==> config.mk <==
export PLATFORM = sky130hd
export DESIGN_NAME = host_bus_handshake
export DESIGN_NICKNAME = d
export VERILOG_FILES = /design/src/rtl/hbh_pkg.sv /design/src/rtl/hbh_sync.sv /design/src/rtl/hbh_fsm.sv /design/src/rtl/hbh_pin_drive.sv /design/src/rtl/host_bus_handshake.sv
export SDC_FILE = /design/constraint.sdc
export NUM_CORES = 1
export LEC_CHECK = 0
export BUFFER_PORTS_ARGS = -buffer_cell sky130_fd_sc_hd__buf_2
export CAP_MARGIN = 25
export CORE_UTILIZATION = 30
export CTS_CLUSTER_DIAMETER = 40
export CTS_CLUSTER_SIZE = 20
export DETAILED_ROUTE_END_ITERATION = 16
export GPL_TIMING_DRIVEN = 0
export PLACE_DENSITY = 0.63
export SYNTH_ARGS = -nofsm -noshare
export SYNTH_HDL_FRONTEND = slang
export SYNTH_SLANG_ARGS = --single-unit
==> constraint.sdc <==
create_clock -name clk -period 3.7 [get_ports clk]
set_input_delay 0.74 -clock clk [delete_from_list [all_inputs] [get_ports clk]]
set_output_delay 0.74 -clock clk [all_outputs]
set_load 0.02 [all_outputs]
==> src/rtl/hbh_pkg.sv <==
package hbh_pkg;
  typedef enum logic [1:0] {
    HS_IDLE = 2'd0,
    HS_BUSY = 2'd1,
    HS_DONE = 2'd2
  } hs_state_e;

  typedef enum logic {
    SPACE_REG = 1'b0,
    SPACE_MEM = 1'b1
  } hs_space_e;
endpackage

==> src/rtl/hbh_sync.sv <==
module hbh_sync #(
  parameter int unsigned WIDTH   = 1,
  parameter int unsigned STAGES  = 2,
  parameter logic        RST_VAL = 1'b1
) (
  input  logic             clk,
  input  logic             rst_n,
  input  logic [WIDTH-1:0] d,
  output logic [WIDTH-1:0] q
);
  logic [STAGES-1:0][WIDTH-1:0] chain_q;

  always_ff @(posedge clk or negedge rst_n) begin
    if (!rst_n) begin
      chain_q <= {STAGES{{WIDTH{RST_VAL}}}};
    end else begin
      chain_q[0] <= d;
      for (int i = 1; i < STAGES; i++) chain_q[i] <= chain_q[i-1];
    end
  end

  assign q = chain_q[STAGES-1];
endmodule

==> src/rtl/hbh_fsm.sv <==
module hbh_fsm
  import hbh_pkg::*;
#(
  parameter int unsigned AW = 23,
  parameter int unsigned DW = 16
) (
  input  logic          clk,
  input  logic          rst_n,
  input  logic          rd_act,
  input  logic          wr_act,
  input  logic [1:0]    lane_act,
  input  logic          reg_sel,
  input  logic [AW-1:0] cpu_addr,
  input  logic [DW-1:0] cpu_wdata,
  input  logic          req_ack,
  input  logic [DW-1:0] req_rdata,
  output logic          done,
  output logic          req_valid,
  output logic          req_space,
  output logic          req_write,
  output logic [AW-1:0] req_addr,
  output logic [1:0]    req_be,
  output logic [DW-1:0] req_wdata,
  output logic [DW-1:0] rdata
);
  localparam int unsigned LW = DW / 2;

  hs_state_e     state_q, state_d;
  logic          strobe, launch, capture, is_write;
  logic [1:0]    be_d;
  logic [DW-1:0] wdata_d;

  assign strobe   = rd_act | wr_act;
  assign launch   = (state_q == HS_IDLE) & strobe;
  assign capture  = (state_q == HS_BUSY) & req_ack;
  assign is_write = wr_act & ~rd_act;
  assign be_d     = is_write ? lane_act : 2'b11;

  for (genvar g = 0; g < 2; g++) begin : g_lane
    assign wdata_d[g*LW +: LW] = (is_write & lane_act[g]) ? cpu_wdata[g*LW +: LW] : '0;
  end

  always_comb begin
    state_d = state_q;
    unique case (state_q)
      HS_IDLE: if (strobe)  state_d = HS_BUSY;
      HS_BUSY: if (req_ack) state_d = HS_DONE;
      HS_DONE: if (!strobe) state_d = HS_IDLE;
      default:              state_d = HS_IDLE;
    endcase
  end

  always_ff @(posedge clk or negedge rst_n) begin
    if (!rst_n) begin
      state_q   <= HS_IDLE;
      req_valid <= 1'b0;
    end else begin
      state_q   <= state_d;
      req_valid <= launch;
    end
  end

  always_ff @(posedge clk or negedge rst_n) begin
    if (!rst_n) begin
      req_space <= SPACE_REG;
      req_write <= 1'b0;
      req_addr  <= '0;
      req_be    <= '0;
      req_wdata <= '0;
    end else if (launch) begin
      req_space <= reg_sel ? SPACE_REG : SPACE_MEM;
      req_write <= is_write;
      req_addr  <= cpu_addr;
      req_be    <= be_d;
      req_wdata <= wdata_d;
    end
  end

  always_ff @(posedge clk or negedge rst_n) begin
    if (!rst_n)       rdata <= '0;
    else if (capture) rdata <= req_rdata;
  end

  assign done = (state_q == HS_DONE);

  p_req_single_r7: assert property (@(posedge clk) disable iff (!rst_n)
    req_valid |=> !req_valid);
  p_be_nonzero_r8: assert property (@(posedge clk) disable iff (!rst_n)
    req_valid |-> (req_be != 2'b00));
  p_done_after_ack_r9: assert property (@(posedge clk) disable iff (!rst_n)
    $rose(done) |-> $past(req_ack));
  p_rdata_held_r10: assert property (@(posedge clk) disable iff (!rst_n)
    (done && $past(done)) |-> $stable(rdata));
endmodule

==> src/rtl/hbh_pin_drive.sv <==
module hbh_pin_drive (
  input  logic clk,
  input  logic rst_n,
  input  logic cs_act,
  input  logic rd_act,
  input  logic wr_act,
  input  logic done,
  output logic rdy_o,
  output logic rdy_oe,
  output logic wait_o,
  output logic wait_oe
);
  logic strobe;
  assign strobe  = rd_act | wr_act;
  assign rdy_oe  = cs_act;
  assign wait_oe = cs_act;
  assign rdy_o   = ~(strobe & done);
  assign wait_o  = ~(wr_act & ~done);

  p_never_both_low_r3: assert property (@(posedge clk) disable iff (!rst_n)
    rdy_oe |-> (rdy_o || wait_o));
endmodule

==> src/rtl/host_bus_handshake.sv <==
module host_bus_handshake
  import hbh_pkg::*;
#(
  parameter int unsigned AW          = 23,
  parameter int unsigned DW          = 16,
  parameter int unsigned SYNC_STAGES = 2
) (
  input  logic          clk,
  input  logic          rst_n,
  input  logic [AW-1:0] cpu_addr,
  input  logic [DW-1:0] cpu_wdata,
  output logic [DW-1:0] cpu_rdata,
  output logic          cpu_rdata_oe,
  input  logic          cs_reg_n,
  input  logic          cs_mem_n,
  input  logic          rd_n,
  input  logic          wr_hi_n,
  input  logic          wr_lo_n,
  output logic          rdy_o,
  output logic          rdy_oe,
  output logic          wait_o,
  output logic          wait_oe,
  output logic          req_valid,
  output logic          req_space,
  output logic          req_write,
  output logic [AW-1:0] req_addr,
  output logic [1:0]    req_be,
  output logic [DW-1:0] req_wdata,
  input  logic          req_ack,
  input  logic [DW-1:0] req_rdata
);
  localparam int unsigned NPIN = 5;

  logic [0:0]      rst_q;
  logic            rst_int_n;
  logic [NPIN-1:0] pin_s;
  logic            cs_act, rd_act, wr_act, reg_sel, done;
  logic [1:0]      lane_act;

  hbh_sync #(.WIDTH(1), .STAGES(2), .RST_VAL(1'b0)) u_rst_sync (
    .clk(clk), .rst_n(rst_n), .d(1'b1), .q(rst_q)
  );
  assign rst_int_n = rst_q[0];

  hbh_sync #(.WIDTH(NPIN), .STAGES(SYNC_STAGES), .RST_VAL(1'b1)) u_pin_sync (
    .clk(clk), .rst_n(rst_int_n),
    .d({cs_reg_n, cs_mem_n, rd_n, wr_hi_n, wr_lo_n}),
    .q(pin_s)
  );

  assign reg_sel  = ~pin_s[4];
  assign cs_act   = ~pin_s[4] | ~pin_s[3];
  assign rd_act   = cs_act & ~pin_s[2];
  assign lane_act = ~pin_s[1:0];
  assign wr_act   = cs_act & (|lane_act);

  hbh_fsm #(.AW(AW), .DW(DW)) u_fsm (
    .clk(clk), .rst_n(rst_int_n), .rd_act(rd_act), .wr_act(wr_act),
    .lane_act(lane_act), .reg_sel(reg_sel), .cpu_addr(cpu_addr),
    .cpu_wdata(cpu_wdata), .req_ack(req_ack), .req_rdata(req_rdata),
    .done(done), .req_valid(req_valid), .req_space(req_space),
    .req_write(req_write), .req_addr(req_addr), .req_be(req_be),
    .req_wdata(req_wdata), .rdata(cpu_rdata)
  );

  hbh_pin_drive u_pins (
    .clk(clk), .rst_n(rst_int_n), .cs_act(cs_act), .rd_act(rd_act),
    .wr_act(wr_act), .done(done), .rdy_o(rdy_o), .rdy_oe(rdy_oe),
    .wait_o(wait_o), .wait_oe(wait_oe)
  );

  assign cpu_rdata_oe = ~rd_n & (~cs_reg_n | ~cs_mem_n);

  p_req_needs_select_r6: assert property (@(posedge clk) disable iff (!rst_int_n)
    req_valid |-> $past(rdy_oe));
endmodule

==> summary.txt, run 1 <==
Outcome
  – Outcome: finished, violations left
  – Failing checks: design-rule violations

Global routing
  – First-pass GRT wire length: 9239 um
  – Met1 capacity usage during global routing: 15.75%
  – GR Util met2: 19.72%
  – GRT Residual Overflow: 0
  – Total Routing Usage GR: approximately an eighth
  – Antenna violations before repair: 0
  – M3 GR Usage: 3.436%
  – Largest net degree at the start of global routing: 66
  – Vias in the first global route: 1894
  – Busiest grt layer: met2

Power
  – Pwr dens: slightly above 900 nW/um2
  – Final Power: 3.435 mW
  – Peak VDD IR: approximately 380 uV
  – LEAKAGE: 1.951 nW

Finish
  – Nets: 365
  – Post-layout util: 42.75%
  – Ant. Diodes: 0
  – Area Growth Syn to Fin: 35.87%
  – Layout cells sized above 1: 66.45%

STA
  – Hold Violations, Final: 0
  – Worst Skew: 12.91 ps
  – Setup TNS: 0 ps
  – Unrepaired setup endpoints after global routing: no
  – Worst slew pin tran: between 500 and 600 ps
  – Final setup fails: 0
  – Fin crit share: 60.77%
  – Fmax: approximately 440 MHz
  – Slew Limit Headroom: 60.33%
  – Final Max Tran Viols: 0
  – Tmin final: about 2200 ps

Die
  – Initial Util: 31.46%
  – I/O Pins: 128
  – Core area: 8848 um2
  – DIE HEIGHT: 98.33 um
  – Row cnt: 34
  – Die area: 9669 um2
  – Die Span X: about 100 um

Synthesis
  – Most instantiated library cell after synthesis: dfrtp_1
  – Post-Syn Nets: 226
  – Syn Std Cell Area: about 2800 um2
  – Synth Flop Type: dfrtp_1
  – Yosys top cell area share: 57.53%
  – Flops & latches, synth: 74
  – Synth cell count leaders: dfrtp_1 (64), mux2_4 (22), mux2_2 (18)
  – Seq/Total Area, Yosys: about two thirds
  – Mapped Cells: 163
  – Mean Syn Cell Area: 17.08 um2
  – Top cells by area, synth: dfrtp_1 (58%), mux2_4 (12%), dfstp_2 (9.4%), mux2_2 (7.3%), a22o_1 (5.0%)
  – Leading area contributor after synthesis: dfrtp_1
  – Syn. warnings: 0
  – Synth cell types: 24
  – Post-synth EDFFs: 0
  – Asr flop ratio synth: 100.0%

Clocking
  – Sink Count: 74
  – Clock Latency Late Sink: 340 ps
  – Root Buffer: clkbuf_8
  – Hold-fix buffer count after cts: 0
  – Resized Gates After CTS: 0
  – CTS tree: built
  – Longest Clk Path Bufs: 2
  – H-tree levels: 3
  – Clock transition at path regs: ~80 ps
  – Post-CTS setup buffers: 0
  – Total clock buffers created by CTS: 9

Drt
  – Initial DRC Count: 49
  – WL/cell: 13.84 um
  – Drt pass-1 iters: 10
  – Drt total wl: between 5000 and 6000 um
  – Via density: 4.434
  – Post-route ant nets: 0
  – Via Count: around 1800
  – Residual DRC count: 9

Setup path
  – Worst endpoint required time: between 2000 and 3000 ps
  – WP data arrival: around 1500 ps
  – Crit path buf inv count: 2
  – CP peak stage delay: 510 ps
  – CP endpoint kind: output port
  – Reg2reg start: u_fsm.state_q[0]
  – Worst Path Max Fanout: 7
  – R2R setup slack: ~2000 ps
  – Path type of the worst setup path: register to output port
  – Critical Path, Cell by Cell: clkbuf_1 > a221o_1 > buf_2
  – Slowest CP cell: dfstp_2
  – Reg2Reg Depth: 6
  – Startpoint types: register
  – CP delay by family, top: flip-flops
  – Worst R2R End: u_fsm.req_addr[1]

Run
  – Max cap viols: 0

Place
  – Placer Congestion: 0.6656
  – Port buffer count: around 130
  – Detailed placer's ending HPWL: 4085 um

Hold path
  – Hold Path Class: register to async pin
==> report_power, final <==
part           leakage (nW)  total (mW)  internal, mW  switching [mW]
registers             0.881        1.31          1.14           0.166
clock network        0.0953       0.625         0.328           0.296
logic                 0.975        1.50         0.703           0.796
total                  1.95        3.43          2.18            1.26
==> cells in the final DEF (no fill, tap or decap), drive strengths merged, types with 2 or more instances in the layout <==
| cell type | netlist | routed |
|---|---|---|
| buf | 8 | 136 |
| clkbuf | 1 | 12 |
| a21o | 2 | 2 |
| clkinv | 0 | 2 |
| o21ai | 4 | 4 |
| a21oi | 2 | 2 |
| dfrtp | 64 | 64 |
| mux2 | 40 | 40 |
| nand2b | 2 | 2 |
| nand2 | 4 | 4 |
| nor3b | 2 | 2 |
| dfstp | 10 | 10 |
| clkinvlp | 0 | 2 |
| a22o | 16 | 16 |
==> stage by stage <==
stage	cells	hold WS [ps]	area [um2]	worst slack [ps]
after floorplan	163	331.2	2784	1504
after global placement	398	335.0	3555	661.0
after detailed placement	399	146.6	3586	1683
after CTS	415	148.9	3782	1428
after global routing	415	143.2	3782	1350
final	415	144.9	3782	1451
==> state kept, by name, summed over array words and instances, names as in the netlist, 2 cells and up <==
signal / cells
u_fsm.req_addr: 23
u_fsm.rdata: 16
u_fsm.req_wdata: 16
u_pin_sync.chain_q: 5
u_pin_sync.q: 5
u_fsm.req_be: 2
u_fsm.state_q: 2
==> worst max-delay path by stage <==
stage / depth (start not counted) / end / start
floorplan: 0 / u_fsm.rdata[0] / u_rst_sync.q
global placement: 0 / u_fsm.req_wdata[2] / u_rst_sync.q
detailed placement: 4 / u_fsm.rdata[11] / req_ack
CTS: 3 / rdy_o / u_pin_sync.q[1]
global route: 3 / rdy_o / u_pin_sync.q[1]
finish: 3 / rdy_o / u_pin_sync.q[1]
==> kinds of logic after synthesis <==
logic type             Yosys count  share of synthesized area (%)
other                            1                         0.1347
multiplexers                    40                          19.15
flip-flops                      74                          66.97
AO/OA/AOI/OAI                   27                          7.640
AND/OR/NAND/NOR                 11                          2.561
buffers and inverters           10                          3.550
==> metal layers <==
layer / part of all wire, % / vias up / wire length (um)
li1: - / 859 / -
met4: 1.3 / 0 / 76
met3: 6.4 / 8 / 370
met5: 0 / - / 0
met2: 47 / 74 / 2716
met1: 45 / 899 / 2581
==> layout make-up <==
cell class              instances  area (um2)
flip-flops and latches         74        1868
clock inverters                 5       55.05
multi-input cells              79       820.8
fillers                       866        5066
inverters                       1       3.754
well taps                     108       135.1
plain buffers                   9       95.09
repair buffers                128       663.1
clock buffers                  11       141.4
Power figures use the tool's default switching activity.
==> inputs of run 2 (changes only) <==
--- a/config.mk
+++ b/config.mk
@@ -5,6 +5,7 @@
 export SDC_FILE = /design/constraint.sdc
 export NUM_CORES = 1
 export LEC_CHECK = 0
+export ABC_AREA = 1
 export BUFFER_PORTS_ARGS = -buffer_cell sky130_fd_sc_hd__buf_2
 export CAP_MARGIN = 25
 export CORE_UTILIZATION = 30
@@ -12,7 +13,7 @@
 export CTS_CLUSTER_SIZE = 20
 export DETAILED_ROUTE_END_ITERATION = 16
 export GPL_TIMING_DRIVEN = 0
-export PLACE_DENSITY = 0.63
+export PLACE_DENSITY = 0.65
 export SYNTH_ARGS = -nofsm -noshare
 export SYNTH_HDL_FRONTEND = slang
 export SYNTH_SLANG_ARGS = --single-unit
==> constraint.sdc (replaced) <==
create_clock -name clk -period 1.8 [get_ports clk]
set_input_delay 0.36 -clock clk [delete_from_list [all_inputs] [get_ports clk]]
set_output_delay 0.36 -clock clk [all_outputs]
set_load 0.02 [all_outputs]
==> summary.txt, run 2 <==
Setup path
  – Crit path to: rdy_o (unchanged)
  – CP endpoint kind: output port (unchanged)
  – Worst Path Max Fanout: 6 (was 7)
  – Worst R2R End: u_fsm.state_q[0] (was u_fsm.req_addr[1])
  – R2R setup slack: 340 ps (was 1990 ps)
  – Reg2Reg Depth: 7 (was 6)
  – Startpoint types: register (unchanged)
  – Path type of the worst setup path: register to output port (unchanged)
  – Worst endpoint required time: 1440 ps (was 2960 ps)
  – Reg2reg start: u_pin_sync.q[3] (was u_fsm.state_q[0])
  – Worst Setup SP: u_pin_sync.q[3] (was u_pin_sync.q[1])
  – WP data arrival: 1350 ps (was 1510 ps)

Place
  – Placer Congestion: 0.7052 (was 0.6656)
  – Detailed placer's ending HPWL: 4900 um (was 4085 um)
  – Port buffer count: 127 (unchanged)

Finish
  – Ant. Diodes: 0 (unchanged)
  – Area Growth Syn to Fin: 39.15% (was 35.87%)
  – Layout cells sized above 1: 41.31% (was 66.45%)
  – Top reg by flops: u_fsm.req_addr (unchanged)
  – Leading cell types in the layout, fill and taps excluded: buf_2 (130), nand2_1 (103), dfrtp_1 (63) (was buf_2 (129), dfrtp_1 (63), mux2_4 (22))
  – Nets: 501 (was 365)
  – Largest registers: u_fsm.req_addr x23, u_fsm.rdata x16, u_fsm.req_wdata x16 (unchanged)
  – Commonest non-fill, non-tap cell in the layout: buf_2 (unchanged)
  – Max reg flops: 23 (unchanged)

Die
  – I/O Pins: 128 (unchanged)
  – DIE HEIGHT: 99.92 um (was 98.33 um)
  – Die Span X: 99.92 um (was 98.33 um)
  – Initial Util: 30.98% (was 31.46%)
  – Core area: 9284 um2 (was 8848 um2)
  – Die area: 9984 um2 (was 9669 um2)
  – Row cnt: 35 (was 34)

Clocking
  – Root Buffer: clkbuf_8 (unchanged)
  – Total clock buffers created by CTS: 9 (unchanged)
  – Clock Latency Late Sink: 330 ps (was 340 ps)
  – H-tree levels: 3 (unchanged)
  – Clock transition at path regs: 70 ps (was 80 ps)
  – Longest Clk Path Bufs: 2 (unchanged)
  – Sink Count: 74 (unchanged)
  – CTS tree: built (unchanged)

Power
  – LEAKAGE: 2.274 nW (was 1.951 nW)
  – Peak VDD IR: 595.4 uV (was 375.3 uV)
  – Pwr dens: 1669 nW/um2 (was 908.0 nW/um2)

Synthesis
  – Syn. warnings: 0 (unchanged)
  – Syn Std Cell Area: 2877 um2 (was 2784 um2)
  – Flops & latches, synth: 74 (unchanged)
  – Synth cell count leaders: nand2_1 (105), dfrtp_1 (64), nand3_1 (44) (was dfrtp_1 (64), mux2_4 (22), mux2_2 (18))
  – Seq/Total Area, Yosys: 64.81% (was 66.97%)
  – Mean Syn Cell Area: 9.953 um2 (was 17.08 um2)
  – Synth cell types: 21 (was 24)
  – Post-synth EDFFs: 0 (unchanged)
  – Yosys top cell area share: 55.68% (was 57.53%)
  – Leading area contributor after synthesis: dfrtp_1 (unchanged)
  – Top cells by area, synth: dfrtp_1 (56%), nand2_1 (14%), dfstp_2 (9.1%), nand3_1 (7.7%), inv_1 (2.9%) (was dfrtp_1 (58%), mux2_4 (12%), dfstp_2 (9.4%), mux2_2 (7.3%), a22o_1 (5.0%))
  – Most instantiated library cell after synthesis: nand2_1 (was dfrtp_1)
  – Synth Flop Type: dfrtp_1 (unchanged)
  – Mapped Cells: 289 (was 163)
  – Asr flop ratio synth: 100.0% (unchanged)
  – Post-Syn Nets: 352 (was 226)

Run
  – Max cap viols: 0 (unchanged)

Drt
  – Via density: 4.201 (was 4.434)
  – Post-route ant nets: 0 (unchanged)
  – Via Count: 2403 (was 1840)
  – Drt total wl: 6812 um (was 5745 um)
  – Drt pass-1 iters: 4 (was 10)
  – WL/cell: 11.91 um (was 13.84 um)
  – Initial DRC Count: 62 (was 49)
  – Residual DRC count: 0 (was 9)

Outcome
  – Outcome: complete, no violations (was finished, violations left)

STA
  – Final Max Tran Viols: 0 (unchanged)
  – Fin crit share: 95.11%
  – Final setup fails: 0 (unchanged)
  – Tmin final: approximately 1700 ps
  – Fin Hold WS: 121.9 ps (was 144.9 ps)
  – Worst Skew: 9.811 ps (was 12.91 ps)
  – Fmax: 584.1 MHz
  – Worst slew pin tran: 632.5 ps (was 592.4 ps)
  – Setup TNS: 0 ps (unchanged)
  – Slew Limit Headroom: 57.83% (was 60.33%)
  – Unrepaired setup endpoints after global routing: no (unchanged)
  – Hold Violations, Final: 0 (unchanged)

Global routing
  – Largest net degree at the start of global routing: 38 (was 66)
  – GRT Residual Overflow: 0 (unchanged)
  – Vias in the first global route: 2355 (was 1894)
  – Total Routing Usage GR: 14.52% (was 12.37%)
  – First-pass GRT wire length: 11240 um (was 9239 um)
  – Antenna violations before repair: 0 (unchanged)

Hold path
  – Hold Path Class: input port to register (was register to async pin)
[run 2: cell families after synthesis]
logic type             Yosys count  share of synthesized area (%)
AOI/OAI and AO/OA               20                          3.654
buffers and inverters           36                          6.263
other                            1                         0.1304
DFF                             74                          64.81
and+or+nand+nor                158                          25.14
[run 2: how the worst min path moves through the flow]
stage               slack (ps)               endpoint  cells after the start    start
floorplan                   60  u_rst_sync.chain_q[0]                      0    rst_n
global placement           140  u_rst_sync.chain_q[0]                      1    rst_n
detailed placement         150           u_rst_sync.q                      1    rst_n
CTS                        100  u_pin_sync.chain_q[1]                      1  wr_hi_n
global route               100  u_pin_sync.chain_q[0]                      1  wr_lo_n
finish                     120  u_pin_sync.chain_q[1]                      1  wr_hi_n
[run 2: final cells by class]
type	instances	area (um2)
Buffer	12	90.09
Clock buffer	13	138.9
Clock inverter	3	40.04
Fill cell	965	5281
Inverter	24	90.09
Multi-Input combinational cell	179	872.1
Sequential cell	74	1868
Tap cell	129	161.4
Timing Repair Buffer	138	742.0
[run 2: power by group]
part | leakage [nW] | internal [mW] | switching (mW)
clock | 0.0914 | 0.639 | 0.579
combinational | 1.27 | 0.977 | 1.83
sequential | 0.911 | 2.30 | 0.354
[run 2: layer usage]
layer / routed length [um] / track usage [%]
met4: 74 / 6.109
met5: 0 / 0
met2: 3163 / 23.24
met3: 417 / 3.900
met1: 3157 / 18.59
[run 2: timing repair]
item	4_1_cts	5_1_grt
endpoints found under the setup margin	1	2
buffers inserted	5	5
hold buffers	1	0
gates resized for setup	8	2
hold endpoints to repair	2	0
pin swaps	2	3
[run 2: stage by stage]
| step | cells | worst slack, ps | utilization (%) | total power, mW | area [um2] |
|---|---|---|---|---|---|
| final | 572 | 88.08 | 43.11 | 6.679 | 4003 |
| after floorplan | 289 | 373.5 | - | 4.475 | 2878 |
| after CTS | 568 | 3.687 | 42.68 | 6.772 | 3963 |
| after global placement | 545 | 104.6 | 39.58 | 5.415 | 3675 |
| after detailed placement | 546 | 222.6 | 39.82 | 5.486 | 3697 |
| after global routing | 572 | 23.41 | 43.11 | 7.217 | 4003 |
[run 2: critical path, cell delays in order (launching register included)]
cell	delay (ps)
dfstp_2	560
nand2_4	110
nand2_4	110
nand2_8	60
nand3_4	60
buf_6	120
==> inputs of run 3 (changes only) <==
--- a/config.mk
+++ b/config.mk
@@ -16,4 +16,5 @@
 export PLACE_DENSITY = 0.65
 export SYNTH_ARGS = -nofsm -noshare
 export SYNTH_HDL_FRONTEND = slang
+export SYNTH_HIERARCHICAL = 1
 export SYNTH_SLANG_ARGS = --single-unit
==> summary.txt, run 3 <==
Run
  – Max cap viols: 0 (unchanged)

Synthesis
  – Post-synthesis adder-cell area fraction: 0% (unchanged)
  – Top cells by area, synth: dfrtp_1 (56%), nand2_1 (18%), dfstp_2 (9.2%), inv_1 (3.5%), nand4_1 (3.5%) (was dfrtp_1 (56%), nand2_1 (14%), dfstp_2 (9.1%), nand3_1 (7.7%), inv_1 (2.9%))
  – Flops & latches, synth: 74 (unchanged)
  – Synth cell count leaders: nand2_1 (136), dfrtp_1 (64), inv_1 (27) (was nand2_1 (105), dfrtp_1 (64), nand3_1 (44))
  – Mapped Cells: 301 (was 289)
  – Asr flop ratio synth: 100.0% (unchanged)
  – Syn. warnings: 6 (was 0)
  – Post-synthesis simple-gate area fraction: 22.80% (was 25.14%)
  – Leading area contributor after synthesis: dfrtp_1 (unchanged)
  – Mean Syn Cell Area: 9.515 um2 (was 9.953 um2)
  – Mux cell area share after synthesis: 0% (unchanged)
  – Post-Syn Nets: 364 (was 352)
  – Compound-Gate Fraction of Synth Area: 3.757% (was 3.654%)
  – Most instantiated library cell after synthesis: nand2_1 (unchanged)
  – Synth cell types: 21 (unchanged)
  – Post-synthesis xor/xnor area fraction: 0% (unchanged)
  – Main combinational cell family by area after synthesis: simple AND/OR/NAND/NOR gates (unchanged)
  – Synth Flop Type: dfrtp_1 (unchanged)
  – Yosys top cell area share: 55.92% (was 55.68%)
  – Seq/Total Area, Yosys: 65.09% (was 64.81%)
  – Syn Std Cell Area: 2864 um2 (was 2877 um2)
  – Post-synth EDFFs: 0 (unchanged)

Power
  – Peak VDD IR: 640.6 uV (was 595.4 uV)
  – Pwr dens: 1723 nW/um2 (was 1669 nW/um2)
  – LEAKAGE: 2.249 nW (was 2.274 nW)

Hold path
  – Worst Hold Launch: wr_lo_n (was wr_hi_n)
  – Worst Hold Path EP: u_pin_sync/chain_q[0] (was u_pin_sync.chain_q[1])
  – Hold Path Class: input port to register (unchanged)
  – Worst Hold Depth: 1 (unchanged)

Place
  – Port buffer count: 127 (unchanged)
  – Detailed placer's ending HPWL: 4910 um (was 4900 um)
  – Post-DP Area: 3685 um2 (was 3697 um2)
  – Placer Congestion: 0.6983 (was 0.7052)

Die
  – Die Span X: 99.71 um (was 99.92 um)
  – Core area: 9240 um2 (was 9284 um2)
  – Initial Util: 31.00% (was 30.98%)
  – I/O Pins: 128 (unchanged)
  – DIE HEIGHT: 99.71 um (was 99.92 um)
  – Row cnt: 35 (unchanged)
  – Die area: 9941 um2 (was 9984 um2)

STA
  – Worst Skew: 12.61 ps (was 9.811 ps)
  – Final Max Tran Viols: 0 (unchanged)
  – Final setup fails: 0 (unchanged)
  – Fin crit share: 95.00% (was 95.11%)
  – Hold Violations, Final: 0 (unchanged)
  – Tmin final: 1710 ps (was 1712 ps)
  – Fin Hold WS: 118.8 ps (was 121.9 ps)
  – Fmax: 584.8 MHz (was 584.1 MHz)

Setup path
  – Worst endpoint required time: 1440 ps (about the same)
  – Worst Path Max Fanout: 3 (was 6)
  – Reg2Reg Depth: 5 (was 7)
  – WP data arrival: 1350 ps (about the same)
  – Startpoint types: register (unchanged)
  – Worst R2R End: u_fsm/req_wdata[12] (was u_fsm.state_q[0])
  – Reg2reg start: u_pin_sync/q[4] (was u_pin_sync.q[3])
  – CP endpoint kind: output port (unchanged)
  – Path type of the worst setup path: register to output port (unchanged)
  – R2R setup slack: 160 ps (was 340 ps)

Finish
  – Nets: 500 (was 501)
  – Leading cell types in the layout, fill and taps excluded: buf_2 (134), nand2_1 (134), dfrtp_1 (63) (was buf_2 (130), nand2_1 (103), dfrtp_1 (63))
  – Number of fill cells: 931 (was 965)
  – Post-layout util: 41.99% (was 43.11%)
  – Ant. Diodes: 0 (unchanged)
  – Area Growth Syn to Fin: 35.47% (was 39.15%)
  – Largest registers: u_fsm/req_addr x23, u_fsm/rdata x16, u_fsm/req_wdata x16 (was u_fsm.req_addr x23, u_fsm.rdata x16, u_fsm.req_wdata x16)
  – Post-route cell area: 3880 um2 (was 4003 um2)
  – Top reg by flops: u_fsm/req_addr (was u_fsm.req_addr)
  – Layout cells sized above 1: 40.05% (was 41.31%)
  – Max reg flops: 23 (unchanged)

Clocking
  – Root Buffer: clkbuf_8 (unchanged)
  – CTS tree: built (unchanged)
  – Clock transition at path regs: 70 ps (about the same)
  – H-tree levels: 3 (unchanged)
  – Post-CTS setup buffers: 0 (was 5)
  – Total clock buffers created by CTS: 9 (unchanged)
  – Longest Clk Path Bufs: 2 (unchanged)
  – Sink Count: 74 (unchanged)
  – Clock Latency Late Sink: 340 ps (was 330 ps)

Global routing
  – Vias in the first global route: 2332 (was 2355)
  – GRT Residual Overflow: 0 (unchanged)
  – First-pass GRT wire length: 10700 um (was 11240 um)
  – Largest net degree at the start of global routing: 43 (was 38)
  – Antenna violations before repair: 1 (was 0)
  – Total Routing Usage GR: 13.95% (was 14.52%)

Drt
  – Initial DRC Count: 67 (was 62)
  – Drt total wl: 6802 um (was 6812 um)
  – Residual DRC count: 0 (unchanged)
  – Drt pass-1 iters: 4 (unchanged)
  – Post-route ant nets: 0 (unchanged)
  – WL/cell: 11.91 um (about the same)
  – Via density: 4.249 (was 4.201)
  – Via Count: 2426 (was 2403)

Outcome
  – Outcome: complete, no violations (unchanged)
==> run 3: cell families after synthesis <==
kind of cell    count (synthesis)
compound gates                 21
buf+inv                        48
flops                          74
other cells                     1
simple gates                  157
==> run 3: layer usage <==
metal | track usage [%] | routed length, um
met1 | 16.62 | 2939
met2 | 23.71 | 3408
met3 | 3.935 | 396
met4 | 5.656 | 40
met5 | 0 | 17
==> run 3: area by class of cell <==
type	instances	area, um2	share of cell area (%)
sequential	74	1868	48.15
multi-input combinational	179	778.2	20.06
timing repair buffer	129	671.9	17.32
tap	129	161.4	4.160
clock buffer	11	141.4	3.644
inverter	28	107.6	2.773
buffer	16	97.59	2.515
clock inverter	5	53.80	1.387
==> run 3: repair_timing <==
action | in CTS | in global routing
setup endpoints to repair | 1 | 7
endpoints found under the hold margin | 2 | 0
resized for setup | 4 | 3
pin swaps | 1 | 2
hold buffers | 1 | 0
==> run 3: worst max-delay path, cell delays in order (launching register included) <==
cell,delay (ps)
dfstp_2,570
nand2_4,60
nand2_2,70
inv_2,50
o21ai_2,140
buf_6,130
==> run 3: stage by stage <==
stage               cells  worst slack, ps  TNS (ps)  total power [mW]
floorplan             301            355.8         0             4.434
global placement      557            90.61         0             5.399
detailed placement    558            114.9         0             5.477
CTS                   575            19.52         0             6.800
global route          571           -2.793    -2.793             7.187
finish                571            90.03         0             6.684
==> run 3: how the worst max path moves through the flow <==
stage          slack, ps  cells past startpoint            endpoint            start
2_1_floorplan        360                      5               rdy_o  u_pin_sync/q[4]
3_3_place_gp          90                      0  u_fsm/req_wdata[3]     u_rst_sync/q
3_5_place_dp         110                      9  u_fsm/req_wdata[9]  u_pin_sync/q[4]
4_1_cts               20                      6               rdy_o  u_pin_sync/q[4]
5_1_grt               -3                      5               rdy_o  u_pin_sync/q[4]
6_report              90                      5               rdy_o  u_pin_sync/q[4]
==> run 3: report_power, final <==
group	leakage (nW)	internal [mW]	switching, mW
registers	0.911	2.31	0.341
clock network	0.103	0.674	0.595
logic	1.24	0.912	1.85
